File: src/rtl/chan_norm_pkg.sv
package chan_norm_pkg;

  typedef enum logic [1:0] {
    OFS_RANGE_BASE = 2'd0,
    OFS_SEL_BASE   = 2'd1,
    OFS_HOLE       = 2'd2
  } ofs_src_e;

  localparam int INTLV_W = 3;
  localparam int SHIFT_W = 2;

  // Interleave enable field to shift count: only contiguous masks shift.
  function automatic logic [SHIFT_W-1:0] intlv_to_shift(input logic [INTLV_W-1:0] f);
    logic [SHIFT_W-1:0] s;
    case (f)
      3'b001:  s = 2'd1;
      3'b011:  s = 2'd2;
      3'b111:  s = 2'd3;
      default: s = 2'd0;
    endcase
    return s;
  endfunction

endpackage

File: src/rtl/cn_offset_sel.sv
module cn_offset_sel
  import chan_norm_pkg::*;
#(
  parameter int ADDR_W     = 48,
  parameter int SELUP_W    = 16,
  parameter int HOLE_W     = 16,
  parameter int HOLE_SHIFT = 16,
  parameter int BASE_LSB   = 27,
  parameter int LIMIT_BIT  = 32
) (
  input  logic [ADDR_W-1:0]  sys_addr,
  input  logic               hi_range,
  input  logic [SELUP_W-1:0] sel_base_upper,
  input  logic [ADDR_W-1:0]  sel_base_off,
  input  logic               hole_en,
  input  logic [HOLE_W-1:0]  hole_off,
  input  logic [ADDR_W-1:0]  range_base,
  output logic [ADDR_W-1:0]  offset,
  output ofs_src_e           src
);

  localparam int HOLE_PAD = ADDR_W - HOLE_W - HOLE_SHIFT;
  localparam logic [ADDR_W-1:0] BASE_MASK =
    {{(ADDR_W-BASE_LSB){1'b1}}, {BASE_LSB{1'b0}}};

  logic              above_limit;
  logic              hole_applies;
  logic [ADDR_W-1:0] hole_ofs;

  assign above_limit = |sys_addr[ADDR_W-1:LIMIT_BIT];
  assign hole_ofs    = {{HOLE_PAD{1'b0}}, hole_off, {HOLE_SHIFT{1'b0}}};

  // The high range only remaps through the hole when its select base sits low.
  always_comb begin
    if (hi_range)
      hole_applies = hole_en && above_limit && (sel_base_upper == '0);
    else
      hole_applies = hole_en && above_limit;
  end

  always_comb begin
    if (hole_applies)
      src = OFS_HOLE;
    else if (hi_range)
      src = OFS_SEL_BASE;
    else
      src = OFS_RANGE_BASE;
  end

  always_comb begin
    case (src)
      OFS_HOLE:     offset = hole_ofs;
      OFS_SEL_BASE: offset = sel_base_off;
      default:      offset = range_base & BASE_MASK;
    endcase
  end

endmodule

File: src/rtl/cn_shift_map.sv
module cn_shift_map
  import chan_norm_pkg::*;
(
  input  logic [INTLV_W-1:0] intlv_field,
  output logic [SHIFT_W-1:0] shift
);

  assign shift = intlv_to_shift(intlv_field);

endmodule

File: src/rtl/cn_sub_reg.sv
module cn_sub_reg
  import chan_norm_pkg::*;
#(
  parameter int ADDR_W     = 48,
  parameter int LINE_LSB   = 6,
  parameter int GRANULE_LSB = 23
) (
  input  logic               clk,
  input  logic               rst,
  input  logic               in_valid,
  input  logic [ADDR_W-1:0]  sys_addr,
  input  logic [ADDR_W-1:0]  offset,
  input  logic [SHIFT_W-1:0] shift_in,
  output logic               out_valid,
  output logic [ADDR_W-1:0]  chan_addr,
  output logic [SHIFT_W-1:0] intlv_shift
);

  localparam logic [ADDR_W-1:0] LINE_MASK =
    {{(ADDR_W-LINE_LSB){1'b1}}, {LINE_LSB{1'b0}}};
  localparam logic [ADDR_W-1:0] GRAN_MASK =
    {{(ADDR_W-GRANULE_LSB){1'b1}}, {GRANULE_LSB{1'b0}}};

  logic [ADDR_W-1:0] diff;

  // Width-limited subtract: borrow out of the top bit is dropped.
  assign diff = (sys_addr & LINE_MASK) - (offset & GRAN_MASK);

  always_ff @(posedge clk) begin
    if (rst) begin
      out_valid   <= 1'b0;
      chan_addr   <= '0;
      intlv_shift <= '0;
    end else begin
      out_valid <= in_valid;
      if (in_valid) begin
        chan_addr   <= diff;
        intlv_shift <= shift_in;
      end
    end
  end

endmodule

File: src/rtl/chan_addr_norm.sv
module chan_addr_norm
  import chan_norm_pkg::*;
#(
  parameter int ADDR_W      = 48,
  parameter int SELUP_W     = 16,
  parameter int HOLE_W      = 16,
  parameter int HOLE_SHIFT  = 16,
  parameter int BASE_LSB    = 27,
  parameter int LIMIT_BIT   = 32,
  parameter int LINE_LSB    = 6,
  parameter int GRANULE_LSB = 23
) (
  input  logic               clk,
  input  logic               rst,
  input  logic               in_valid,
  input  logic [ADDR_W-1:0]  sys_addr,
  input  logic               hi_range,
  input  logic [SELUP_W-1:0] sel_base_upper,
  input  logic [ADDR_W-1:0]  sel_base_off,
  input  logic               hole_en,
  input  logic [HOLE_W-1:0]  hole_off,
  input  logic [ADDR_W-1:0]  range_base,
  input  logic [INTLV_W-1:0] intlv_field,
  output logic               out_valid,
  output logic [ADDR_W-1:0]  chan_addr,
  output logic [SHIFT_W-1:0] intlv_shift
);

  logic [ADDR_W-1:0]  offset;
  ofs_src_e           src;
  logic [SHIFT_W-1:0] shift_c;

  cn_offset_sel #(
    .ADDR_W(ADDR_W), .SELUP_W(SELUP_W), .HOLE_W(HOLE_W),
    .HOLE_SHIFT(HOLE_SHIFT), .BASE_LSB(BASE_LSB), .LIMIT_BIT(LIMIT_BIT)
  ) u_sel (
    .sys_addr(sys_addr), .hi_range(hi_range), .sel_base_upper(sel_base_upper),
    .sel_base_off(sel_base_off), .hole_en(hole_en), .hole_off(hole_off),
    .range_base(range_base), .offset(offset), .src(src)
  );

  cn_shift_map u_map (.intlv_field(intlv_field), .shift(shift_c));

  cn_sub_reg #(
    .ADDR_W(ADDR_W), .LINE_LSB(LINE_LSB), .GRANULE_LSB(GRANULE_LSB)
  ) u_sub (
    .clk(clk), .rst(rst), .in_valid(in_valid), .sys_addr(sys_addr),
    .offset(offset), .shift_in(shift_c), .out_valid(out_valid),
    .chan_addr(chan_addr), .intlv_shift(intlv_shift)
  );

endmodule

File: config.mk
export PLATFORM = sky130hd
export DESIGN_NAME = chan_addr_norm
export DESIGN_NICKNAME = d
export VERILOG_FILES = /design/src/rtl/chan_norm_pkg.sv /design/src/rtl/cn_offset_sel.sv /design/src/rtl/cn_shift_map.sv /design/src/rtl/cn_sub_reg.sv /design/src/rtl/chan_addr_norm.sv
export SDC_FILE = /design/constraint.sdc
export NUM_CORES = 1
export LEC_CHECK = 0
export BUFFER_PORTS_ARGS = -buffer_cell sky130_fd_sc_hd__buf_4
export CAP_MARGIN = 0
export CORE_MARGIN = 3
export CORE_UTILIZATION = 41
export CTS_BUF_LIST = sky130_fd_sc_hd__clkbuf_16
export DETAILED_ROUTE_END_ITERATION = 6
export PLACE_DENSITY_LB_ADDON = 0.12
export SLEW_MARGIN = 40
export SYNTH_ARGS = -nofsm -noshare
export SYNTH_HDL_FRONTEND = slang
export SYNTH_SLANG_ARGS = --single-unit
File: constraint.sdc
create_clock -name clk -period 5 [get_ports clk]
set_input_delay 1 -clock clk [delete_from_list [all_inputs] [get_ports clk]]
set_output_delay 1 -clock clk [all_outputs]
set_load 0.02 [all_outputs]
======== Yosys cells after proc, flatten, opt, wreduce, memory -nomap -nowiden ========
Index checks and enable logic that the tools add are counted.
operators by class
  $add $sub $neg .......................... 1
  equal/unequal tests ..................... 5
  mux-type cells .......................... 5
  reductions and logical operators ........ 4
operators by type and width
  cell                                                  count
  case mux 48 bit (2 select lines)                      1
  subtractor 48 bit                                     1
  zero test 16 bit                                      1
  OR reduction 16 bit                                   1
  case mux 2 bit (3 select lines)                       1
  equality test 3 x 1 -> 1 bit (second input constant)  1
  equality test 3 x 2 -> 1 bit (second input constant)  1
  equality test 3 bit (second input constant)           1
  equality test 2 x 1 -> 1 bit (second input constant)  1
  equality test 2 bit (second input constant)           1
  logical AND 1 bit                                     2
  two-way mux 1 bit                                     2
  two-way mux 2 bit                                     1
word-level totals
  flip-flop bits (word level) ............. 51
  input port bits ......................... 184
  output and inout port bits .............. 51
  word-level logic and storage cells ...... 18

======== Logic depth before layout (Yosys ltp) ========
  depth in word-level cells ............... 8
  gate-level depth with buffers ........... 16
  gate-level depth less buffers ........... 15

======== Modules after synthesis ========
A second synthesis with hierarchy kept.
unflattened totals
  cell total of the unflattened synthesis .. 496
  area total of the unflattened synthesis .. 3766.1 um^2
modules (own cells, without submodules)
  module         instances  cells an instance  area an instance (um^2)  seq. area each (um^2)
  cn_sub_reg     1          366                2976.6                   900.9
  cn_offset_sel  1          127                767.0                    0.0
  cn_shift_map   1          3                  22.5                     0.0

======== Worst setup path after synthesis ========
OpenSTA, ideal clock, no wires.
  path kind ............................... in2reg
  start ................................... input port sys_addr[41]
  end ..................................... register u_sub.chan_addr[47]
  library setup time ...................... 0.117 ns
  arrival time ............................ 4.318 ns
  data required time ...................... 4.883 ns
  slack ................................... 0.565 ns
  stages on the path ...................... 15
  buffers on the path ..................... 1
  cells stage by stage .................... nor4_1 -> a41oi_1 -> a21boi_2 -> buf_2 -> mux2i_1 -> nor2_1 -> ha_1 -> fa_1 -> nand2b_1 -> a21oi_2 -> o21ai_2 -> a2111oi_4 -> nor4_1 -> or3_1 -> a32o_1
between the ends
  longest elaborated chain between the ends .. 8
  elaborated cells on any way between the ends .. 9
  those cells by class .................... add/sub: 1; eq/ne: 2; mux: 3; reduce/logical: 3
ends and longest elaborated chain
  what                                                                        RTL line                                  text
  start: declaration                                                          chan_addr_norm.sv:16                      input logic [ADDR_W-1:0] sys_addr,
  OR reduction 16 bit                                                         cn_offset_sel.sv:30                       assign above_limit = |sys_addr[ADDR_W-1:LIMIT_BIT];
  logical AND 1 bit                                                           cn_offset_sel.sv:36, cn_offset_sel.sv:38
  logical AND 1 bit                                                           cn_offset_sel.sv:36                       hole_applies = hole_en && above_limit && (sel_base_upper == '0);
  two-way mux 1 bit                                                           cn_offset_sel.sv:35                       if (hi_range)
  two-way mux 2 bit                                                           cn_offset_sel.sv:42                       if (hole_applies)
  equality test 2 x 1 -> 1 bit / equality test 2 bit (equally long branches)  cn_offset_sel.sv:51                       case (src)
  case mux 48 bit (2 select lines)                                            cn_offset_sel.sv:51
  subtractor 48 bit *                                                         cn_sub_reg.sv:27                          assign diff = (sys_addr & LINE_MASK) - (offset & GRAN_MASK);
  end signal: assignment                                                      cn_sub_reg.sv:37                          chan_addr <= diff;
  end: declaration                                                            cn_sub_reg.sv:15                          output logic [ADDR_W-1:0] chan_addr,
Every way passes the cells marked *; elsewhere a longest branch is shown, timed or not.
A chain may end at the register's enable or synchronous reset.

======== Worst setup path in the final report ========
  start ................................... input port sys_addr[39]
  end ..................................... register u_sub.chan_addr[47]
Same word-level chain as after synthesis.

==> flow_summary.rst <==
.. list-table::
   :header-rows: 1

   * - Metric
     - Value
   * - Overall die area
     - between 8000 and 9000 um2
   * - Number of port buffers
     - between 150 and 200
   * - Clock slew seen by the registers of the worst setup and hold paths
     - 0.06 ns
   * - Number of core rows
     - 31
   * - Avg Inst Size Synth
     - 8.43 um2
   * - Violation count after the first detailed-route iteration
     - approximately 180
   * - Clock buffers created by TritonCTS
     - 5
   * - Final worst clock skew
     - 0 ns
   * - Root buffer selected by CTS
     - sky130_fd_sc_hd__clkbuf_16
   * - Final nets
     - 753
   * - Total area of sequential cells
     - roughly 900 um2
   * - Cell depth of the worst hold path
     - 2
   * - Fillers
     - about 710
   * - Worst-Skew Late Latency
     - 0.28 ns
   * - Max Cap Violations
     - 0
   * - Ys async rst share
     - 0
   * - Post-CTS setup repair buffer count
     - 0
   * - Initial cell density of the core
     - 0.434
   * - Number of buffers inserted by hold repair at cts
     - 0
   * - Worst endpoint required time
     - 5.18 ns
   * - Floorplan die height
     - approximately 95 um
   * - Final slew viol count
     - 0
   * - Count of mapped cells out of synthesis
     - around 380
   * - Worst min path class
     - register to register
   * - Outcome
     - completed
   * - Synth Cell Area
     - 3240 um2
   * - Wirelength, routed
     - between 9 and 10 mm
   * - Overflow left after global routing
     - 0
   * - Area contributors post-synth
     - sky130_fd_sc_hd__dfxtp_1 (28%), sky130_fd_sc_hd__mux2i_1 (9.9%), sky130_fd_sc_hd__ha_1 (9.3%)
   * - Transition time at the pin with the least slew margin
     - around 0.64 ns
   * - Worst VDD drop
     - ~0.00016 V
   * - Time the final worst path needs with I/O delays and setup
     - 4.52 ns
   * - Launching element type of the critical path
     - input port
   * - Total routing resource utilization after global routing
     - 0.212
   * - Number of antenna violations at the first check in global routing
     - 0
   * - Post-synth EDFFs
     - 0
   * - CTS H-Tree Depth
     - 2
   * - Routed length per instance
     - 15.0 um
   * - Via count
     - around 3400
   * - Multi-input gate area in the final layout
     - about 2200 um2
   * - DRC Markers
     - 0
   * - Sum of negative setup slack
     - 0 ns
   * - Seq cells post-synth
     - 45
   * - Worst slew slack as a fraction of its limit
     - 0.575
   * - Total half-perimeter wirelength after legalization and detailed placement
     - between 8 and 9 mm
   * - Arrival time at the worst endpoint
     - 4.70 ns
   * - Fraction of layout instances using a drive strength above 1
     - 0.356
   * - Post-route cell area
     - between 4000 and 5000 um2
   * - Vias in the first global route
     - approximately 3300
   * - Leakage power
     - 2.20 nW
   * - Maximum fanout along the worst path
     - 6
   * - Sequential area share after synthesis
     - 0.278
   * - Cell type with the highest aggregate area in the netlist
     - sky130_fd_sc_hd__dfxtp_1
   * - TritonCTS clock tree
     - yes
   * - Top achievable clock speed
     - approximately 0.22 GHz
   * - Setup repair after global routing missed its margin
     - no
   * - Area of the placeable core
     - 7450 um2
   * - Nature of the critical path endpoint
     - register
   * - # clock sinks
     - 45
   * - Synth-to-Final Area Change
     - 44.9%
   * - Chip width
     - 94.8 um
   * - Length of the first detailed-routing pass in iterations
     - 4
   * - Most used flip-flop cell after synthesis
     - sky130_fd_sc_hd__dfxtp_1
   * - Endpoints failing setup
     - 0
   * - Global-route wire length before repair
     - about 15 mm
   * - Distinct cell type count of the synthesized netlist
     - just over 60
   * - Total count of hold-check failures in the final report
     - 0
   * - Portion of the clock cycle consumed by the worst path in the final layout
     - 0.904
   * - Total placed instance area
     - about 4500 um2
   * - Clk buf depth
     - 2
   * - Vias per Instance
     - 5.26
   * - Most common library cell in the layout ignoring fill and taps
     - sky130_fd_sc_hd__buf_4
   * - Largest net degree at the start of global routing
     - between 50 and 60
   * - Number of synthesis warnings
     - 0
   * - Final GP Congestion
     - 0.863
   * - Yosys top cell area share
     - 0.278
   * - R2r worst-path depth
     - 2
   * - Power density over cell area
     - 264 nW/um2
   * - Most frequent cells in the layout
     - sky130_fd_sc_hd__buf_4 (169), sky130_fd_sc_hd__dfxtp_1 (45), sky130_fd_sc_hd__nor2_1 (44)
   * - Post-DRT Antenna Nets
     - 0
   * - Kind of critical path
     - input port to register
   * - ANT cells
     - 0
   * - Num ports
     - 235
   * - Cts repair resizes
     - 0
-- layout make-up --
cell class,count,area share
Timing Repair Buffer,169,0.271
Clock inverter,3,0.00454
Sequential cell,45,0.192
Inverter,13,0.0104
Tap cell,99,0.0264
Multi-Input combinational cell,310,0.469
Clock buffer,5,0.0267
-- flip-flops by register name, summed over array words and instances, names as in the netlist --
name               flops
u_sub.chan_addr       42
u_sub.intlv_shift      2
u_sub.out_valid        1
-- per-stage QoR --
stage          cells  hold WS (ns)  setup WS, ns  power, W   util
6_report         644         0.449         0.479   0.00124  0.630
5_1_grt          644         0.467         0.205   0.00131  0.630
4_1_cts          644         0.452         0.482   0.00125  0.630
3_5_place_dp     636         0.443         0.175  0.000920  0.610
3_3_place_gp     636         0.438         0.190  0.000911  0.610
2_1_floorplan    389         0.520         0.565  0.000727      -
-- per-layer routing --
metal,vias to the layer above,global-route usage,part of all wire
met5,-,0,0
met4,0,0.0541,0.011
met3,7,0.0215,0.071
met2,132,0.369,0.48
met1,1517,0.279,0.44
li1,1730,-,-
-- power by group --
group	total, W	leakage [nW]	switching (W)	internal (W)
combinational	0.000500	1.76	0.000264	0.000236
clock	0.000324	0.0702	0.000138	0.000186
sequential	0.000413	0.372	0.0000184	0.000394
total	0.00124	2.20	0.000421	0.000816
-- synth_stat cells, drive strengths merged, types with 4 or more instances --
master / instances
o211ai: 6
nand2: 26
nand2b: 10
nand3: 6
mux2i: 32
o22ai: 5
nor2b: 5
nor3: 6
a21o: 4
a31oi: 7
a211oi: 4
clkbuf: 8
buf: 13
nor2: 44
a21oi: 28
o21ai: 18
a22oi: 15
xor2: 5
xnor2: 11
dfxtp: 45
inv: 13
ha: 24
a22o: 4
nor4: 9
-- worst max-delay path, stage by stage --
cell and delay (ns):
sky130_fd_sc_hd__buf_4 0.12, sky130_fd_sc_hd__nor4_1 0.33, sky130_fd_sc_hd__a41oi_1 0.29, sky130_fd_sc_hd__a21boi_2 0.39, sky130_fd_sc_hd__mux2i_1 0.24, sky130_fd_sc_hd__nor2_1 0.06, sky130_fd_sc_hd__ha_1 0.21, sky130_fd_sc_hd__fa_1 0.41
sky130_fd_sc_hd__nand2b_1 0.20, sky130_fd_sc_hd__a21oi_2 0.21, sky130_fd_sc_hd__o21ai_2 0.13, sky130_fd_sc_hd__a2111oi_4 0.40, sky130_fd_sc_hd__nor4_1 0.11, sky130_fd_sc_hd__or3_1 0.35, sky130_fd_sc_hd__a32o_1 0.25
-- worst paths after layout --
check,startpoint,endpoint,slack [ns]
max,sys_addr[39],u_sub.chan_addr[47],0.48
min,u_sub.chan_addr[41],u_sub.chan_addr[41],0.45
max reg2reg,u_sub.chan_addr[32],u_sub.chan_addr[32],4.03
min reg2reg,u_sub.chan_addr[41],u_sub.chan_addr[41],0.45
-- logic make-up after synthesis --
group / count (synthesis) / synth area share
flip-flops: 45 / 0.278
buffers and inverters: 34 / 0.0472
AO/OA/AOI/OAI: 113 / 0.253
XOR/XNOR: 16 / 0.0433
adder cells (fa/ha/maj): 25 / 0.0990
multiplexers: 34 / 0.106
AND/OR/NAND/NOR: 116 / 0.172
other: 1 / 0.00116
Power figures use the tool's default switching activity.
